`src/rtl/msi_pkg.sv`:
```
package msi_pkg;
   localparam int MSG_ADDR_W  = 64;
   localparam int PROG_DATA_W = 16;
   localparam int MSG_DATA_W  = 32;

   typedef logic [MSG_ADDR_W-1:0]  msg_addr_t;
   typedef logic [MSG_DATA_W-1:0]  msg_data_t;
   typedef logic [PROG_DATA_W-1:0] prog_data_t;

   // Merge a vector index into programmed data under a log2 count.
   function automatic prog_data_t merge_vec(prog_data_t base, int unsigned lg,
                                            int unsigned vec);
      prog_data_t keep;
      keep = prog_data_t'('1) << lg;
      return (base & keep) | prog_data_t'(vec);
   endfunction
endpackage

```
`src/rtl/msi_count_ctl.sv`:
```
module msi_count_ctl #(
   parameter int NUM_VEC = 32,
   parameter int LOG_W   = 3
) (
   input  logic [LOG_W-1:0]   log_req,
   output logic [LOG_W-1:0]   log_eff,
   output logic [NUM_VEC-1:0] cnt_mask
);
   localparam int LOG_MAX = (NUM_VEC > 1) ? $clog2(NUM_VEC) : 0;

   always_comb begin
      if (log_req > LOG_W'(LOG_MAX)) log_eff = LOG_W'(LOG_MAX);
      else                          log_eff = log_req;
   end

   for (genvar i = 0; i < NUM_VEC; i++) begin : g_lane
      assign cnt_mask[i] = ((32'(i)) >> log_eff) == 32'd0;
   end
endmodule

```
`src/rtl/msi_pend_arm.sv`:
```
module msi_pend_arm #(
   parameter int NUM_VEC  = 32,
   parameter bit HAS_MASK = 1'b1
) (
   input  logic               clk,
   input  logic               rst_n,
   input  logic               en,
   input  logic               wr,
   input  logic [NUM_VEC-1:0] req,
   input  logic [NUM_VEC-1:0] mask_in,
   input  logic [NUM_VEC-1:0] cnt_mask,
   input  logic [NUM_VEC-1:0] taken,
   output logic [NUM_VEC-1:0] pend_o,
   output logic [NUM_VEC-1:0] arm_o,
   output logic               err_o
);
   logic [NUM_VEC-1:0] mask_eff, mask_q, pend_q, pend_n;
   logic [NUM_VEC-1:0] arm_q, arm_n, legal, rel, rel_sel;
   logic               err_q;

   assign legal = req & cnt_mask;

   always_comb begin
      pend_n  = pend_q;
      arm_n   = '0;
      rel     = '0;
      rel_sel = wr ? {NUM_VEC{1'b1}} : mask_q;
      if (en) begin
         if (wr) pend_n = pend_n & cnt_mask;
         rel    = pend_n & ~mask_eff & rel_sel;
         pend_n = (pend_n & ~rel) | (legal & mask_eff);
         arm_n  = (arm_q & ~taken) | rel | (legal & ~mask_eff);
      end
   end

   if (HAS_MASK) begin : g_mask
      assign mask_eff = mask_in;
      always_ff @(posedge clk or negedge rst_n) begin
         if (!rst_n) begin
            pend_q <= '0;
            mask_q <= '0;
         end else begin
            pend_q <= pend_n;
            mask_q <= mask_eff;
         end
      end

      AST_MASKED_PARKS: assert property (@(posedge clk) disable iff (!rst_n)
         (en && |(req & cnt_mask & mask_in)) |=>
         ((pend_q & $past(req & cnt_mask & mask_in)) == $past(req & cnt_mask & mask_in)));
   end else begin : g_nomask
      assign mask_eff = '0;
      assign mask_q   = '0;
      assign pend_q   = '0;
   end

   always_ff @(posedge clk or negedge rst_n) begin
      if (!rst_n) begin
         arm_q <= '0;
         err_q <= 1'b0;
      end else begin
         arm_q <= arm_n;
         err_q <= en && |(req & ~cnt_mask);
      end
   end

   assign pend_o = pend_q;
   assign arm_o  = arm_q;
   assign err_o  = err_q;

   AST_ILLEGAL_FLAGGED: assert property (@(posedge clk) disable iff (!rst_n)
      (en && |(req & ~cnt_mask)) |=> err_o);
   AST_TRIM_ON_WRITE: assert property (@(posedge clk) disable iff (!rst_n)
      (en && wr) |=> ((pend_o & ~$past(cnt_mask)) == '0));
endmodule

```
`src/rtl/msi_lowest_pick.sv`:
```
module msi_lowest_pick #(
   parameter int NUM_VEC = 32,
   parameter int VEC_W   = 5
) (
   input  logic [NUM_VEC-1:0] cand,
   output logic [NUM_VEC-1:0] grant,
   output logic [VEC_W-1:0]   idx,
   output logic               any
);
   logic [NUM_VEC:0] below;

   assign below[0] = 1'b0;
   for (genvar i = 0; i < NUM_VEC; i++) begin : g_chain
      assign below[i+1] = below[i] | cand[i];
      assign grant[i]   = cand[i] & ~below[i];
   end
   assign any = below[NUM_VEC];

   always_comb begin
      idx = '0;
      for (int i = 0; i < NUM_VEC; i++) begin
         if (grant[i]) idx = idx | VEC_W'(i);
      end
   end
endmodule

```
`src/rtl/msi_msg_out.sv`:
```
module msi_msg_out
   import msi_pkg::*;
#(
   parameter int VEC_W  = 5,
   parameter int LOG_W  = 3,
   parameter bit HAS_64 = 1'b1
) (
   input  logic             clk,
   input  logic             rst_n,
   input  logic             en,
   input  logic             any,
   input  logic [VEC_W-1:0] idx,
   input  logic [LOG_W-1:0] log_eff,
   input  msg_addr_t        cap_addr,
   input  prog_data_t       cap_data,
   input  logic             ready,
   output logic             take,
   output logic             valid,
   output msg_addr_t        addr_o,
   output msg_data_t        data_o,
   output logic [VEC_W-1:0] vec_o
);
   msg_addr_t  addr_sel;
   prog_data_t merged;
   logic       vld_q;

   if (HAS_64) begin : g_a64
      assign addr_sel = cap_addr;
   end else begin : g_a32
      assign addr_sel = {32'h0, cap_addr[31:0]};
   end

   assign merged = merge_vec(cap_data, int'(log_eff), int'(idx));
   assign take   = en && any && !vld_q;

   always_ff @(posedge clk or negedge rst_n) begin
      if (!rst_n) begin
         vld_q  <= 1'b0;
         addr_o <= '0;
         data_o <= '0;
         vec_o  <= '0;
      end else if (take) begin
         vld_q  <= 1'b1;
         addr_o <= addr_sel;
         data_o <= {16'h0, merged};
         vec_o  <= idx;
      end else if (vld_q && ready) begin
         vld_q  <= 1'b0;
      end
   end

   assign valid = vld_q;

   AST_HOLD_STABLE: assert property (@(posedge clk) disable iff (!rst_n)
      (vld_q && !ready) |=> (vld_q && $stable(addr_o) && $stable(data_o) && $stable(vec_o)));
   AST_GAP_AFTER_ACCEPT: assert property (@(posedge clk) disable iff (!rst_n)
      (vld_q && ready) |=> !vld_q);
   AST_START_NEEDS_EN: assert property (@(posedge clk) disable iff (!rst_n)
      $rose(vld_q) |-> $past(en));
endmodule

```
`src/rtl/msi_vec_engine.sv`:
```
module msi_vec_engine
   import msi_pkg::*;
#(
   parameter int NUM_VEC  = 32,
   parameter int LOG_W    = 3,
   parameter bit HAS_MASK = 1'b1,
   parameter bit HAS_64   = 1'b1,
   localparam int VEC_W   = (NUM_VEC > 1) ? $clog2(NUM_VEC) : 1
) (
   input  logic                   clk,
   input  logic                   rst_n,
   input  logic                   cap_en,
   input  logic [LOG_W-1:0]       cap_log_cnt,
   input  logic [MSG_ADDR_W-1:0]  cap_addr,
   input  logic [PROG_DATA_W-1:0] cap_data,
   input  logic [NUM_VEC-1:0]     cap_mask,
   input  logic                   cap_wr,
   input  logic [NUM_VEC-1:0]     irq_req,
   output logic [NUM_VEC-1:0]     pend_o,
   output logic                   req_err,
   output logic                   msg_valid,
   input  logic                   msg_ready,
   output logic [MSG_ADDR_W-1:0]  msg_addr,
   output logic [MSG_DATA_W-1:0]  msg_data,
   output logic [VEC_W-1:0]       msg_vec
);
   if (NUM_VEC < 1 || NUM_VEC > 32 || (NUM_VEC & (NUM_VEC - 1)) != 0) begin : g_bad_num
      $error("NUM_VEC must be a power of two from 1 to 32");
   end
   if ((2 ** LOG_W) - 1 < ((NUM_VEC > 1) ? $clog2(NUM_VEC) : 0)) begin : g_bad_log
      $error("LOG_W too narrow for NUM_VEC");
   end

   logic [LOG_W-1:0]   log_eff;
   logic [NUM_VEC-1:0] cnt_mask, arm, grant, taken;
   logic [VEC_W-1:0]   idx;
   logic               any, take;

   msi_count_ctl #(.NUM_VEC(NUM_VEC), .LOG_W(LOG_W)) u_cnt (
      .log_req (cap_log_cnt),
      .log_eff (log_eff),
      .cnt_mask(cnt_mask)
   );

   msi_pend_arm #(.NUM_VEC(NUM_VEC), .HAS_MASK(HAS_MASK)) u_pend (
      .clk     (clk),
      .rst_n   (rst_n),
      .en      (cap_en),
      .wr      (cap_wr),
      .req     (irq_req),
      .mask_in (cap_mask),
      .cnt_mask(cnt_mask),
      .taken   (taken),
      .pend_o  (pend_o),
      .arm_o   (arm),
      .err_o   (req_err)
   );

   msi_lowest_pick #(.NUM_VEC(NUM_VEC), .VEC_W(VEC_W)) u_pick (
      .cand (arm),
      .grant(grant),
      .idx  (idx),
      .any  (any)
   );

   assign taken = take ? grant : '0;

   msi_msg_out #(.VEC_W(VEC_W), .LOG_W(LOG_W), .HAS_64(HAS_64)) u_out (
      .clk     (clk),
      .rst_n   (rst_n),
      .en      (cap_en),
      .any     (any),
      .idx     (idx),
      .log_eff (log_eff),
      .cap_addr(cap_addr),
      .cap_data(cap_data),
      .ready   (msg_ready),
      .take    (take),
      .valid   (msg_valid),
      .addr_o  (msg_addr),
      .data_o  (msg_data),
      .vec_o   (msg_vec)
   );
endmodule

```
`config.mk`:
```
export PLATFORM = sky130hd
export DESIGN_NAME = msi_vec_engine
export DESIGN_NICKNAME = d
export VERILOG_FILES = /design/src/rtl/msi_pkg.sv /design/src/rtl/msi_count_ctl.sv /design/src/rtl/msi_pend_arm.sv /design/src/rtl/msi_lowest_pick.sv /design/src/rtl/msi_msg_out.sv /design/src/rtl/msi_vec_engine.sv
export SDC_FILE = /design/constraint.sdc
export NUM_CORES = 1
export LEC_CHECK = 0
export BUFFER_PORTS_ARGS = -buffer_cell sky130_fd_sc_hd__buf_2
export CAP_MARGIN = 20
export CORE_AREA = 2 2 139 141
export CTS_CLUSTER_DIAMETER = 200
export DETAILED_ROUTE_END_ITERATION = 6
export DIE_AREA = 0 0 141 143
export GPL_ROUTABILITY_DRIVEN = 0
export PLACE_DENSITY = 0.76
export RECOVER_POWER = 50
export SKIP_LAST_GASP = 1
export SLEW_MARGIN = 20
export SYNTH_ARGS = -nofsm -noshare
export SYNTH_HDL_FRONTEND = slang
export SYNTH_SLANG_ARGS = --single-unit
```
`constraint.sdc`:
```
create_clock -name clk -period 2.3 [get_ports clk]
set_input_delay 0.46 -clock clk [delete_from_list [all_inputs] [get_ports clk]]
set_output_delay 0.46 -clock clk [all_outputs]
set_load 0.1 [all_outputs]
```
==> metrics <==
critical path, cell by cell or4_4, buf_6, nor3_4, buf_6, nand4_1, nor4_2, o32ai_1; sum of met3 wire segment lengths after detailed routing 1830 um; clock tree root driver cell clkbuf_16; source of the critical timing path u_pend.arm_o[4]$_DFF_PN0_; actual transition at the worst max-transition pin 1.65 ns; library cell occupying the most area in the post-synthesis netlist dfrtp_1; DR iter-0 viols 584; Setup Crit Path Kind flip-flop to flip-flop; top routing layer in use met4; effective utilization at floorplan 45.4%; Antenna Nets Post-Route 0; synthesized flop and latch total 183; capture point of the worst reg-to-reg path u_pend.arm_o[30]$_DFF_PN0_; total number of H-tree levels 4; total CTS buffers 17; least setup slack across all paths after layout 0.0369 ns; number of port buffers 270; overflow left after global routing 0; warnings from Yosys 0; Post-Place Cell Area 10,400 um^2; sequential power share 32.5%; Final Setup Violations 0; number of hold violations in the final report 0; top flip-flop cell by instance count after synthesis dfrtp_1; share of synthesized area occupied by flip-flops and latches 54.2%; share of the synthesized area in the top cell type 54.2%; most prevalent standard cell on the critical path buf_6; width of the die 141 um; cell with the most instances after synthesis nand2_1; number of cells on the critical path 7; number of global-route vias before repair 7,654; height of the die 143 um; Switching Share 48.3%; capturing instance or port of the critical path u_pend.arm_o[30]$_DFF_PN0_; cell area after technology mapping 8440 um^2; total chip power 12.3 mW; max-slew violation count 59; final design instance area without fill 11,100 um^2; path category of the worst min-delay check primary input to flip-flop; met1 wire length 10,400 um; Leakage 5.58 nW; placed wire-length estimate after detailed placement 17,400 um; internal power 6.36 mW; clock tree from TritonCTS built; average via count per standard cell 5.39; Distinct cells, synth 50; leading cell types by count after synthesis nand2_1 (266), dfrtp_1 (183), a21oi_1 (71); CTS Sinks 183; clock latency reported for the late side of the worst-skew pair 0.42 ns; violations in the final reports design-rule violations, max-capacitance violations, max-slew violations; ratio of total power to cell area 1110 nW/um^2; slowest library cell on the worst path or4_4; I/O pin count 287; Critical Path Start Type flip-flop; net switching power 5.94 mW; row cnt 50; largest fanout on the critical path 4; largest voltage drop on the vdd net 0.522 mV; Logic pwr share 43.4%; Required @ worst endpoint 2.59 ns; detailed-routed wire length on met2 11,600 um; Post-Syn Area per Cell 8.96 um^2; max incr delay on CP 0.55 ns; final clock period utilization by the worst path 98.4%; setup clock skew after layout 0.0121 ns; drt total wl 24,100 um; share of synthesized registers carrying an async set or reset 100%; RR Startpoint u_pend.arm_o[4]$_DFF_PN0_; area added between synthesis and finish 30.9%; count of flip-flops with a built-in enable after synthesis 0; maximum number of pins on one net before global-route repair 66; number of vias in the routed layout 8,060; wire length of the first global-routing pass 37,900 um; final core utilization 59.5%; unrepaired setup endpoints after global routing yes; clock share of power 24.1%; fmax 0.442 GHz; minimum clock period after layout 2.26 ns; Post-Syn Instances 942; global-route total usage across every layer 23.5%; area occupied by multi-input gates 3550 um^2; Placement Setup Slack 0.0155 ns; capturing element type of the critical path flip-flop; antenna cell count 0; sum of buffers and inverters on the critical path 2; setup slack of the worst register-to-register path 0.04 ns; Detailed Routing Iterations Pass 1 7; die area 20,200 um^2; largest cells by area after synthesis dfrtp_1 (54%), nand2_1 (12%), a21oi_1 (4.2%); Bufs on Longest Clock Path 2; core area 18,600 um^2; number of cells traversed by the worst register-to-register path 7; worst path arrival time 2.55 ns; final total negative setup slack 0 ns; outcome finished, violations left; drc violations 3; family with the most delay on the worst path simple AND/OR/NAND/NOR gates; Max-Slew Margin vs Limit -9.88%; clock-pin slew on the worst setup and hold paths 0.07 ns; antenna violations before repair 0; WL/cell 16.1 um; register cell area after layout 4580 um^2; number of maximum-capacitance constraint violations 1; Final #Nets 1,401; ratio of cells with drive above 1 in the final layout 28.7%; fillcell total 1,635
==> area by class of cell <==
| class | count | share of cell area (%) |
|---|---|---|
| well taps | 234 | 2.65 |
| flip-flops and latches | 183 | 41.4 |
| clock inverters | 11 | 1.23 |
| repair buffers | 337 | 17.5 |
| multi-input cells | 684 | 32.1 |
| clock buffers | 21 | 4.17 |
| inverters | 26 | 0.883 |
==> flip-flops by register name, indices dropped and copies added (netlist names) <==
register and flops:
u_out.addr_o 64, u_pend.arm_o 32, u_pend.mask_q 32, u_pend.pend_o 32, u_out.data_o 16, u_out.vec_o 5, u_out.valid 1, u_pend.err_o 1
==> power groups by stage <==
stage	combinational, mW	clock, mW	sequential (mW)
final	5.34	2.96	3.99
after detailed placement	5.28	0	4.05
after CTS	5.29	3.03	3.99
after floorplan	1.03	0	7.14
after global placement	5.24	0	4.03
after global routing	5.60	3.14	4.06
==> routing by layer <==
metal  vias to the layer above  global-route usage [%]
li1                       3845                       -
met1                      3844                    30.8
met2                       340                    38.4
met4                         0                    7.89
met3                        31                    6.00
met5                         -                       0
==> metrics by stage <==
step	std cells	hold slack [ns]
3_5_place_dp	1458	0.457
6_report	1496	0.175
2_1_floorplan	957	0.164
5_1_grt	1496	0.161
4_1_cts	1490	0.0317
3_3_place_gp	1458	0.452
==> placed cells by master (no fill, tap or decap), types with 18 or more instances in the layout <==
cell type / instances
clkbuf_1: 36
dfrtp_1: 183
buf_2: 236
a21oi_1: 71
nand2_1: 266
o21ai_0: 54
inv_1: 25
nor2_1: 68
a22oi_1: 41
clkbuf_16: 18
buf_4: 49
==> worst min-delay path by stage <==
stage | slack [ns] | cells past startpoint | endpoint | startpoint
3_5_place_dp | 0.46 | 2 | u_out.addr_o[11]$_DFFE_PN0P_ | u_out.addr_o[11]$_DFFE_PN0P_
2_1_floorplan | 0.16 | 0 | u_out.addr_o[0]$_DFFE_PN0P_ | rst_n
5_1_grt | 0.16 | 1 | u_pend.mask_q[0]$_DFF_PN0_ | cap_mask[0]
4_1_cts | 0.03 | 1 | u_pend.pend_o[12]$_DFFE_PN0P_ | rst_n
6_report | 0.17 | 1 | u_pend.mask_q[0]$_DFF_PN0_ | cap_mask[0]
3_3_place_gp | 0.45 | 2 | u_out.addr_o[42]$_DFFE_PN0P_ | u_out.addr_o[42]$_DFFE_PN0P_
==> repair_timing <==
| item | CTS | global route |
|---|---|---|
| gates cloned | 0 | 1 |
| setup endpoints to repair | 1 | 98 |
| gates resized for setup | 0 | 19 |
| pin swaps | 0 | 9 |
| hold buffers | 0 | 0 |
| setup buffers | 0 | 5 |
==> kinds of logic after synthesis <==
family | share of synthesized area (%)
simple gates | 20.6
compound gates | 19.3
flops | 54.2
buf+inv | 5.08
mux | 0.800
other cells | 0.0444
Note: power is estimated with default switching activity, not from simulation.
